File: config.mk
export PLATFORM = sky130hd
export DESIGN_NAME = walk_cell
export DESIGN_NICKNAME = d
export VERILOG_FILES = /design/src/rtl/walk_cell_pkg.sv /design/src/rtl/walk_dly.sv /design/src/rtl/walk_sat.sv /design/src/rtl/walk_switch.sv /design/src/rtl/walk_accum.sv /design/src/rtl/walk_cell.sv
export SDC_FILE = /design/constraint.sdc
export NUM_CORES = 1
export LEC_CHECK = 0
export BUFFER_PORTS_ARGS = -buffer_cell sky130_fd_sc_hd__buf_2
export CAP_MARGIN = 20
export CELL_PAD_IN_SITES_DETAIL_PLACEMENT = 1
export CELL_PAD_IN_SITES_GLOBAL_PLACEMENT = 1
export CORE_AREA = 2 2 207 209
export CTS_BUF_LIST = sky130_fd_sc_hd__clkbuf_4 sky130_fd_sc_hd__clkbuf_8
export DETAILED_ROUTE_END_ITERATION = 8
export DIE_AREA = 0 0 209 211
export PLACE_DENSITY = 0.79
export SYNTH_ARGS = -nofsm -noshare
export SYNTH_HDL_FRONTEND = slang
export SYNTH_SLANG_ARGS = --single-unit
File: constraint.sdc
create_clock -name clk -period 9.3 [get_ports clk]
set_input_delay 1.86 -clock clk [delete_from_list [all_inputs] [get_ports clk]]
set_output_delay 1.86 -clock clk [all_outputs]
set_load 0.01 [all_outputs]
File: src/rtl/walk_cell_pkg.sv
package walk_cell_pkg;

   // Narrowing behaviour of the multiplier and accumulator results
   typedef enum logic {
      ARITH_SAT  = 1'b0,
      ARITH_WRAP = 1'b1
   } arith_e;

endpackage

File: src/rtl/walk_dly.sv
module walk_dly #(
   parameter int W = 8
) (
   input  logic         clk,
   input  logic         rst_n,
   input  logic [W-1:0] d_i,
   output logic [W-1:0] q_o
);

   if (W < 1) begin : g_chk_w
      $error("walk_dly: W must be at least 1");
   end

   always_ff @(posedge clk or negedge rst_n) begin
      if (!rst_n) q_o <= '0;
      else        q_o <= d_i;
   end

endmodule

File: src/rtl/walk_sat.sv
module walk_sat
   import walk_cell_pkg::*;
#(
   parameter int     IN_W  = 32,
   parameter int     OUT_W = 16,
   parameter arith_e ARITH = ARITH_SAT
) (
   input  logic signed [IN_W-1:0]  in_i,
   output logic signed [OUT_W-1:0] out_o
);

   localparam int XW = IN_W - OUT_W + 1;

   if (IN_W < OUT_W) begin : g_chk_w
      $error("walk_sat: IN_W must not be below OUT_W");
   end

   if (ARITH == ARITH_WRAP || IN_W == OUT_W) begin : g_wrap
      assign out_o = in_i[OUT_W-1:0];
   end else begin : g_clamp
      logic [XW-1:0] head;
      assign head = in_i[IN_W-1:OUT_W-1];
      always_comb begin
         if ((&head) || !(|head))  out_o = in_i[OUT_W-1:0];
         else if (in_i[IN_W-1])    out_o = {1'b1, {(OUT_W-1){1'b0}}};
         else                      out_o = {1'b0, {(OUT_W-1){1'b1}}};
      end
   end

endmodule

File: src/rtl/walk_switch.sv
module walk_switch #(
   parameter int IDX_W = 8,
   parameter int WGT_W = 16
) (
   input  logic                    clk,
   input  logic                    rst_n,
   input  logic                    vld_i,
   input  logic [IDX_W-1:0]        k_i,
   input  logic [IDX_W-1:0]        r_i,
   input  logic signed [WGT_W-1:0] e_i,
   input  logic signed [WGT_W-1:0] t_i,
   output logic                    vld_o,
   output logic [IDX_W-1:0]        k_o,
   output logic [IDX_W-1:0]        r_o,
   output logic signed [WGT_W-1:0] e_o,
   output logic signed [WGT_W-1:0] t_o
);

   logic                    hit;
   logic signed [WGT_W-1:0] t_sel;

   assign hit   = (r_i == k_i);
   assign t_sel = hit ? e_i : t_i;

   always_ff @(posedge clk or negedge rst_n) begin
      if (!rst_n) begin
         vld_o <= 1'b0;
         k_o   <= '0;
         r_o   <= '0;
         e_o   <= '0;
         t_o   <= '0;
      end else begin
         vld_o <= vld_i;
         k_o   <= k_i;
         r_o   <= r_i;
         e_o   <= e_i;
         t_o   <= t_sel;
      end
   end

   AST_T_SEL: assert property (@(posedge clk) disable iff (!rst_n)
      (r_i == k_i) |=> (t_o == $past(e_i)));
   AST_T_KEEP: assert property (@(posedge clk) disable iff (!rst_n)
      (r_i != k_i) |=> (t_o == $past(t_i)));

endmodule

File: src/rtl/walk_accum.sv
module walk_accum
   import walk_cell_pkg::*;
#(
   parameter int     IDX_W  = 8,
   parameter int     WGT_W  = 16,
   parameter int     FRAC_W = 12,
   parameter int     VAL_W  = 24,
   parameter arith_e ARITH  = ARITH_SAT
) (
   input  logic                    clk,
   input  logic                    rst_n,
   input  logic                    vld_i,
   input  logic [IDX_W-1:0]        k_i,
   input  logic [IDX_W-1:0]        c_i,
   input  logic signed [WGT_W-1:0] w_i,
   input  logic signed [WGT_W-1:0] t_i,
   input  logic signed [VAL_W-1:0] v_i,
   output logic                    vld_o,
   output logic [IDX_W-1:0]        k_o,
   output logic [IDX_W-1:0]        c_o,
   output logic signed [WGT_W-1:0] w_o,
   output logic signed [WGT_W-1:0] t_o,
   output logic signed [VAL_W-1:0] v_o
);

   localparam int PROD_W = 2 * WGT_W;
   localparam int SUM_W  = VAL_W + 1;
   localparam int EXT_W  = SUM_W - WGT_W;

   if (FRAC_W >= WGT_W || FRAC_W < 0) begin : g_chk_frac
      $error("walk_accum: FRAC_W must lie in 0..WGT_W-1");
   end
   if (VAL_W < WGT_W) begin : g_chk_val
      $error("walk_accum: VAL_W must not be below WGT_W");
   end

   logic signed [PROD_W-1:0] prod;
   logic signed [PROD_W-1:0] prod_sh;
   logic signed [WGT_W-1:0]  w_int;
   logic signed [SUM_W-1:0]  sum_full;
   logic signed [VAL_W-1:0]  sum_nar;
   logic                     take;
   logic signed [VAL_W-1:0]  v_nxt;

   assign prod    = w_i * t_i;
   assign prod_sh = prod >>> FRAC_W;

   walk_sat #(.IN_W(PROD_W), .OUT_W(WGT_W), .ARITH(ARITH)) u_wsat (
      .in_i  (prod_sh),
      .out_o (w_int)
   );

   assign sum_full = {v_i[VAL_W-1], v_i} + {{EXT_W{w_int[WGT_W-1]}}, w_int};

   walk_sat #(.IN_W(SUM_W), .OUT_W(VAL_W), .ARITH(ARITH)) u_vsat (
      .in_i  (sum_full),
      .out_o (sum_nar)
   );

   assign take  = vld_i && (c_i == k_i);
   assign v_nxt = take ? sum_nar : v_i;

   always_ff @(posedge clk or negedge rst_n) begin
      if (!rst_n) begin
         vld_o <= 1'b0;
         k_o   <= '0;
         c_o   <= '0;
         w_o   <= '0;
         t_o   <= '0;
         v_o   <= '0;
      end else begin
         vld_o <= vld_i;
         k_o   <= k_i;
         c_o   <= c_i;
         w_o   <= w_int;
         t_o   <= t_i;
         v_o   <= v_nxt;
      end
   end

   AST_V_HOLD: assert property (@(posedge clk) disable iff (!rst_n)
      (!vld_i || (c_i != k_i)) |=> (v_o == $past(v_i)));
   AST_W_ZERO: assert property (@(posedge clk) disable iff (!rst_n)
      (t_i == '0) |=> (w_o == '0));
   if (ARITH == ARITH_SAT) begin : g_sat_chk
      AST_NO_OVERFLOW: assert property (@(posedge clk) disable iff (!rst_n)
         (vld_i && (c_i == k_i) && (w_int > 0)) |=> (v_o >= $past(v_i)));
   end

endmodule

File: src/rtl/walk_cell.sv
module walk_cell
   import walk_cell_pkg::*;
#(
   parameter int     IDX_W  = 8,
   parameter int     WGT_W  = 16,
   parameter int     FRAC_W = 12,
   parameter int     VAL_W  = 24,
   parameter arith_e ARITH  = ARITH_SAT
) (
   input  logic                    clk,
   input  logic                    rst_n,
   input  logic                    in_vld,
   input  logic [IDX_W-1:0]        in_k,
   input  logic [IDX_W-1:0]        in_r,
   input  logic signed [WGT_W-1:0] in_e,
   input  logic signed [WGT_W-1:0] in_t,
   input  logic signed [WGT_W-1:0] in_w,
   input  logic [IDX_W-1:0]        in_c,
   input  logic signed [VAL_W-1:0] in_v,
   output logic                    out_vld,
   output logic [IDX_W-1:0]        out_k,
   output logic [IDX_W-1:0]        out_r,
   output logic signed [WGT_W-1:0] out_e,
   output logic signed [WGT_W-1:0] out_t,
   output logic signed [WGT_W-1:0] out_w,
   output logic [IDX_W-1:0]        out_c,
   output logic signed [VAL_W-1:0] out_v
);

   localparam int SIDE_W = WGT_W + IDX_W + VAL_W;
   localparam int TAIL_W = IDX_W + WGT_W;

   if (IDX_W < 1) begin : g_chk_idx
      $error("walk_cell: IDX_W must be at least 1");
   end

   // stage 1: selector plus aligned side band
   logic                    s_vld;
   logic [IDX_W-1:0]        s_k, s_r;
   logic signed [WGT_W-1:0] s_e, s_t;
   logic [SIDE_W-1:0]       side_d, side_q;
   logic signed [WGT_W-1:0] d_w;
   logic [IDX_W-1:0]        d_c;
   logic signed [VAL_W-1:0] d_v;

   walk_switch #(.IDX_W(IDX_W), .WGT_W(WGT_W)) u_sw (
      .clk   (clk),
      .rst_n (rst_n),
      .vld_i (in_vld),
      .k_i   (in_k),
      .r_i   (in_r),
      .e_i   (in_e),
      .t_i   (in_t),
      .vld_o (s_vld),
      .k_o   (s_k),
      .r_o   (s_r),
      .e_o   (s_e),
      .t_o   (s_t)
   );

   assign side_d = {in_w, in_c, in_v};

   walk_dly #(.W(SIDE_W)) u_side (
      .clk   (clk),
      .rst_n (rst_n),
      .d_i   (side_d),
      .q_o   (side_q)
   );

   assign d_w = side_q[SIDE_W-1 -: WGT_W];
   assign d_c = side_q[VAL_W+IDX_W-1 -: IDX_W];
   assign d_v = side_q[VAL_W-1:0];

   // stage 2: weighting accumulator plus aligned tail
   logic [TAIL_W-1:0] tail_q;

   walk_accum #(
      .IDX_W(IDX_W), .WGT_W(WGT_W), .FRAC_W(FRAC_W),
      .VAL_W(VAL_W), .ARITH(ARITH)
   ) u_acc (
      .clk   (clk),
      .rst_n (rst_n),
      .vld_i (s_vld),
      .k_i   (s_k),
      .c_i   (d_c),
      .w_i   (d_w),
      .t_i   (s_t),
      .v_i   (d_v),
      .vld_o (out_vld),
      .k_o   (out_k),
      .c_o   (out_c),
      .w_o   (out_w),
      .t_o   (out_t),
      .v_o   (out_v)
   );

   walk_dly #(.W(TAIL_W)) u_tail (
      .clk   (clk),
      .rst_n (rst_n),
      .d_i   ({s_r, s_e}),
      .q_o   (tail_q)
   );

   assign out_r = tail_q[TAIL_W-1 -: IDX_W];
   assign out_e = tail_q[WGT_W-1:0];

   AST_VLD_LAT: assert property (@(posedge clk) disable iff (!rst_n)
      in_vld |=> ##1 out_vld);
   AST_K_LAT: assert property (@(posedge clk) disable iff (!rst_n)
      1'b1 |=> ##1 (out_k == $past(in_k, 2)));

endmodule

==> run_results.csv, run 1 <==
group,metric,value,unit
synthesis,syn_nets,1987,
cells_and_area,drive_above_1_share,0.2168,
synthesis,synth_edf_count,0,
flow_run,drv_cap,0,
setup_path,crit_end,"u_acc.v_o[1]$_DFF_PN0_",
timing,finalHoldViolCount,0,
timing,slew_viol_final,0,
detailed_routing,route.detailed.drc,0,
detailed_routing,ant_nets,0,
global_routing,grt_max_degree,73,
synthesis,synth.cell_area,16510,um2
floorplan,die_w,209,um
timing,whs,0.3499,ns
cells_and_area,fin_nets,2222,
floorplan,dieArea,44100,um2
clocking,cts_buffers,17,
cells_and_area,layout_commonest_cell,"inv_1",
setup_path,worstReg2RegEnd,"u_acc.v_o[1]$_DFF_PN0_",
floorplan,die_y,211,um
cells_and_area,areaGrowthSynthToFinish,16.02,%
synthesis,yosys_warnings,0,
clocking,insertion_delay,0.51,ns
setup_path,cp-startpoint,"u_sw.t_o[4]$_DFF_PN0_",
floorplan,num_io_pins,196,
floorplan,num_rows,75,
floorplan,initial_core_util,0.3953,
clocking,cts_tree,"done",
detailed_routing,wl_per_cell,21.57,um
detailed_routing,vias_per_cell,5.147,
timing,tightest_slew,0.9358,ns
global_routing,grt_pass1_vias,14150,
clocking,clock_tree.root_cell,"clkbuf_8",
setup_path,r2r_slack,0.26,ns
setup_path,r2r_start,"u_sw.t_o[4]$_DFF_PN0_",
clocking,cts_max_path_buffers,2,
global_routing,grt_overflow,0,
detailed_routing,wl_met2,26800,um
detailed_routing,met1_length,18740,um
detailed_routing,vias,11910,
timing,fin_worst_skew,0.02864,ns
clocking,h-tree-depth,4,
synthesis,yosysSeqAreaShare,0.2941,
clocking,clock-sinks,194,
cells_and_area,final_cell_mix,"inv_1, fa_1, buf_2",
setup_path,worstRegToRegCells,33,
floorplan,core-area,41760,um2
detailed_routing,wl,49900,um
setup_path,slowest_stage,"fa_1",
setup_path,crit_fanout,16,
synthesis,ys_ff_latch,194,
setup_path,cp_common_cell,"fa_1",
global_routing,antenna_found_initial,4,
placed_design,place_congestion,0.8784,
timing,slew_headroom,0.3761,
global_routing,grt_use_total,0.2348,
timing,period_share,0.9721,
placed_design,io_buffer_count,195,
synthesis,ys_types,68,
setup_path,critPathRequiredTime,9.69,ns
setup_path,worstSetupPathType,"reg -> reg",
clocking,clkTransAtPathRegs,0.12,ns
global_routing,grt_pass1_wl,78640,um
synthesis,netlist_instances,1523,
clocking,cts_hold_buf,0,
setup_path,cp-end-kind,"flop",
setup_path,worstPathArrival,9.43,ns
detailed_routing,top_layer,"met5",
setup_path,start_kind,"flop",
placed_design,hpwl,39610,um
outcome,status,"complete, no violations",
detailed_routing,drt_first_pass_iters,5,
synthesis,synth_flop_cell,"dfrtp_1",
cells_and_area,nFillCells,4657,
timing,fmax,0.1106,GHz
timing,layout_min_cycle_time,9.041,ns
synthesis,synthArstFlopShare,1.000,
synthesis,syn_avg_cell_area,10.84,um2
worst_hold_path,hold_path.class,"reg -> reg",
detailed_routing,met3_length,1743,um
timing,setup_viol,0,
setup_path,critical-path-max-stage-delay,0.55,ns
detailed_routing,drt_iter0_markers,508,
## worst min path at each step
| stage | end | startpoint | depth (start not counted) | slack [ns] |
|---|---|---|---|---|
| finish | u_tail.q_o[3]$_DFF_PN0_ | u_sw.e_o[3]$_DFF_PN0_ | 0 | 0.35 |
| global route | u_tail.q_o[3]$_DFF_PN0_ | u_sw.e_o[3]$_DFF_PN0_ | 0 | 0.35 |
| CTS | u_tail.q_o[3]$_DFF_PN0_ | u_sw.e_o[3]$_DFF_PN0_ | 0 | 0.35 |
| detailed placement | u_tail.q_o[12]$_DFF_PN0_ | u_sw.e_o[12]$_DFF_PN0_ | 0 | 0.34 |
| global placement | u_tail.q_o[2]$_DFF_PN0_ | u_sw.e_o[2]$_DFF_PN0_ | 0 | 0.33 |
| floorplan | u_tail.q_o[0]$_DFF_PN0_ | u_sw.e_o[0]$_DFF_PN0_ | 0 | 0.33 |
## registers in the layout, summed over array words and instances, names as in the netlist
name,count
u_sw.r_o,8
u_acc.c_o,8
u_sw.k_o,8
u_sw.e_o,16
u_tail.q_o,24
u_acc.w_o,16
u_sw.t_o,16
u_acc.v_o,24
u_sw.vld_o,1
u_acc.k_o,8
u_acc.t_o,16
u_side.q_o,48
u_acc.vld_o,1
## kinds of logic after synthesis
| group | count (synthesis) | synth area share |
|---|---|---|
| AOI/OAI and AO/OA | 172 | 0.07413 |
| DFF | 194 | 0.2941 |
| adders and majority gates | 366 | 0.3964 |
| buffers and inverters | 335 | 0.07724 |
| xor gates and xnor gates | 63 | 0.03388 |
| and+or+nand+nor | 375 | 0.1120 |
| muxes | 18 | 0.01220 |
## synthesized netlist by cell type (all sizes together) (5+ instances only)
cell	count	area share
inv	292	0.066
fa	262	0.32
dfrtp	194	0.29
nand2	169	0.038
and2	118	0.045
ha	103	0.078
a21oi	48	0.016
clkbuf	37	0.0084
nor2	34	0.0077
xnor2	34	0.018
xor2	29	0.016
o21ai	24	0.0077
a22oi	17	0.0077
mux2	17	0.012
a21o	16	0.0073
nand4	12	0.0045
o21a	12	0.0055
a31oi	11	0.0053
nor3	10	0.0030
nand2b	8	0.0030
buf	6	0.0024
a21boi	5	0.0025
nand3	5	0.0018
nor2b	5	0.0019
o21bai	5	0.0023
## stage by stage
step | setup slack [ns] | util | setup TNS (ns) | instances | area (um2)
final | 0.2591 | 0.4586 | 0 | 2313 | 19150
after global routing | -0.09951 | 0.4586 | -1.191 | 2312 | 19150
after CTS | 0.02338 | 0.4489 | 0 | 2292 | 18750
after detailed placement | -0.08864 | 0.4393 | -0.8100 | 2260 | 18350
after global placement | 0.1264 | 0.4393 | 0 | 2260 | 18350
after floorplan | 0.5901 | - | 0 | 1523 | 16510
## metal layers
metal  up-vias  track usage
met5         -            0
met1      6239       0.2653
met4         2       0.1155
met3       151      0.03524
li1       5177            -
met2       336       0.4334
## area by class of cell
class	count	area (um2)	share of cell area
antenna	3	7.507	0.0003920
clock inverter	14	120.1	0.006272
inverter	292	1096	0.05723
multi-input combinational	994	10590	0.5531
sequential	194	4890	0.2553
timing repair buffer	259	1529	0.07983
tap	539	674.4	0.03521
clock buffer	18	241.5	0.01261
## timing repair
action	4_1_cts	5_1_grt
gates cloned	0	0
setup buffers	0	18
resized for setup	14	56
endpoints found under the hold margin	0	0
pin swaps	0	12
endpoints found under the setup margin	23	24
## critical path: cells and delay by family (launching register included)
kind,cells,cell delay (ns)
fa+ha+maj,9,4.11
mux,1,0.28
compound gates,12,2.50
simple gates,2,0.38
xor+xnor,2,0.36
flops,1,0.46
buf+inv,7,0.83
Power of run 1 is not shown: default switching activity piles up to over one toggle a cycle in this logic, so the estimate is an artifact.
==> run 2, diff against run 1 <==
- ABC_AREA: default -> 1
- CORE_AREA: 2 2 207 209 -> 2 2 214 216
- DIE_AREA: 0 0 209 211 -> 0 0 216 218
- PLACE_DENSITY: 0.79 -> 0.81
==> run 2 against run 1 <==
Net effect: critical path type unchanged; synthesized area up 7.1%; critical endpoint is now u_acc.v_o[2]$_DFF_PN0_; die area up 6.8%; largest cell class unchanged; flip-flop and latch count did not move; register-to-register slack improved by 0.21 ns; global-route usage is 0.12 points higher; worst hold slack improved by 0.0071 ns.
==> run_results.csv, run 2 <==
group,metric,value,unit
outcome,status,"complete, no violations",
timing,tightest_slew,0.9012,ns
cells_and_area,antennaDiodeCount,0,
global_routing,grt_pass1_vias,15930,
detailed_routing,drt_first_pass_iters,5,
synthesis,synthArstFlopShare,1.000,
synthesis,synth-xor-area-share,0.02626,
timing,setup_tns,0,ns
synthesis,synth_compound_area_frac,0.03800,
global_routing,grt_use_total,0.2360,
synthesis,yosys-top-cells-count,"inv_1, nand2_1, fa_1",
floorplan,initial_core_util,0.3938,
cells_and_area,largest_reg_flops,48,
global_routing,grt_max_degree,89,
synthesis,synth_flop_cell,"dfrtp_1",
floorplan,core-area,44890,um2
setup_path,cp-end-kind,"flop",
clocking,clock-sinks,194,
worst_hold_path,hold_path.class,"reg -> reg",
global_routing,grt_overflow,0,
clocking,cts_buffers,17,
setup_path,slowest_stage,"fa_2",
clocking,cts_max_path_buffers,2,
clocking,cts_hold_buf,0,
cells_and_area,fin_nets,2651,
setup_path,worstSetupPathType,"reg -> reg",
placed_design,hpwl,43180,um
global_routing,grt_pass1_wl,85380,um
placed_design,place_congestion,0.9107,
cells_and_area,nFillCells,5441,
timing,grt_setup_unrepaired,"no",
synthesis,yosys.area.top_type_share,0.2967,
clocking,clkTransAtPathRegs,0.13,ns
synthesis,muxShareOfSynthArea,0.01019,
clocking,insertion_delay,0.60,ns
synthesis,synth_top_area_cell,"fa_1",
synthesis,netlist_instances,2019,
synthesis,yosysSeqAreaShare,0.2746,
synthesis,ys_ff_latch,194,
cells_and_area,seqCellArea,4857,um2
synthesis,syn_avg_cell_area,8.757,um2
floorplan,die_y,218,um
synthesis,yosys_warnings,0,
synthesis,synth_top_family_by_area,"adder cells",
timing,layout_min_cycle_time,8.830,ns
timing,fmax,0.1132,GHz
detailed_routing,vias,13540,
setup_path,cp_common_cell,"nand2_1",
setup_path,critPathRequiredTime,9.80,ns
synthesis,synth_area_leaders,"fa_1, dfrtp_1, inv_1",
clocking,h-tree-depth,4,
setup_path,critical-path-max-stage-delay,0.70,ns
clocking,cts_tree,"done",
floorplan,num_io_pins,196,
timing,setup_viol,0,
floorplan,die_w,216,um
cells_and_area,largest_register,"u_side.q_o",
cells_and_area,drive_above_1_share,0.1355,
setup_path,crit_fanout,20,
placed_design,io_buffer_count,195,
setup_path,start_kind,"flop",
synthesis,synth_fa_ha_area_frac,0.3696,
detailed_routing,drt_iter0_markers,640,
setup_path,worstPathArrival,9.33,ns
synthesis,synth_edf_count,0,
synthesis,synth_simple_gate_area_frac,0.1602,
synthesis,ys_types,39,
flow_run,drv_cap,0,
global_routing,antenna_found_initial,0,
timing,fin_worst_skew,0.03170,ns
detailed_routing,wl_per_cell,18.55,um
cells_and_area,multi_input_area,10690,um2
timing,slew_headroom,0.3978,
floorplan,dieArea,47090,um2
synthesis,post-synth-top-count-cell,"inv_1",
detailed_routing,route.detailed.drc,0,
cells_and_area,reg.largest.list,"u_side.q_o (48), u_acc.v_o (24), u_tail.q_o (24)",
timing,finalHoldViolCount,0,
detailed_routing,wl,51910,um
synthesis,synth.cell_area,17680,um2
cells_and_area,areaGrowthSynthToFinish,11.66,%
synthesis,syn_nets,2483,
cells_and_area,final_cell_mix,"inv_1, nand2_1, fa_1",
cells_and_area,layout_commonest_cell,"inv_1",
timing,period_share,0.9495,
clocking,clock_tree.root_cell,"clkbuf_8",
detailed_routing,ant_nets,0,
timing,slew_viol_final,0,
floorplan,num_rows,78,
detailed_routing,vias_per_cell,4.838,
==> run 2: changes by cell type after synthesis, sizes merged, moves of 20 or more <==
cell	before	now
nand3	5	36
nor2	34	182
and2	118	0
inv	292	500
nand2	169	460
a21oi	48	69
clkbuf	37	57
==> run 2: path summary, 6_finish.rpt <==
kind / from / to / slack [ns] / depth (start not counted)
max in group asynchronous: rst_n / u_acc.v_o[2]$_DFF_PN0_ / 6.03 / 3
min in group asynchronous: rst_n / u_tail.q_o[15]$_DFF_PN0_ / 1.34 / 1
worst max-delay path: u_side.q_o[47]$_DFF_PN0_ / u_acc.v_o[2]$_DFF_PN0_ / 0.47 / 36
worst min-delay path: u_sw.e_o[3]$_DFF_PN0_ / u_tail.q_o[3]$_DFF_PN0_ / 0.36 / 0
worst min register to register: u_sw.e_o[3]$_DFF_PN0_ / u_tail.q_o[3]$_DFF_PN0_ / 0.36 / 0
worst max register to register: u_side.q_o[47]$_DFF_PN0_ / u_acc.v_o[2]$_DFF_PN0_ / 0.47 / 36
==> run 2: worst max-delay path: cells and delay by family (launching register included) <==
| kind | cells | cell delay (ns) |
|---|---|---|
| buffers and inverters | 6 | 0.79 |
| adder cells (fa/ha/maj) | 8 | 4.13 |
| flip-flops | 1 | 0.52 |
| AND/OR/NAND/NOR | 15 | 2.01 |
| AO/OA/AOI/OAI | 7 | 1.26 |
==> run 2: logic make-up (layout without fill, tap and decap cells) <==
family,Yosys count,count (layout)
compound gates,118,118
xor+xnor,53,53
fa+ha+maj,365,365
buf+inv,564,744
flops,194,194
mux,16,16
simple gates,709,709
==> run 2: final cells by class <==
class,count,area share
sequential,194,0.2461
clock buffer,18,0.01255
clock inverter,13,0.008430
multi-input combinational,1261,0.5417
timing repair buffer,213,0.05793
inverter,500,0.09526
tap,600,0.03803
==> run 2: what timing repair did <==
item / CTS / global route
resized for setup: 0 / 7
setup buffers: 0 / 1
endpoints found under the setup margin: 0 / 23
==> run 2: per-stage QoR <==
step	hold WS, ns	std cells	util	setup slack, ns	area (um2)
global placement	0.3311	2766	0.4295	0.7450	19280
global route	0.3702	2799	0.4397	0.01026	19740
floorplan	0.3312	2019	-	1.541	17680
finish	0.3570	2799	0.4397	0.4699	19740
CTS	0.3601	2797	0.4388	0.1977	19700
detailed placement	0.3363	2766	0.4295	0.2788	19280
==> run 2: routing by layer <==
| metal | vias to the layer above | wire length (um) | track usage |
|---|---|---|---|
| li1 | 6186 | - | - |
| met1 | 7012 | 21180 | 0.2794 |
| met2 | 268 | 27530 | 0.4323 |
| met3 | 75 | 1862 | 0.04059 |
| met4 | 0 | 1336 | 0.08037 |
| met5 | - | 0 | 0 |
Power of run 2 is left out for the same reason.
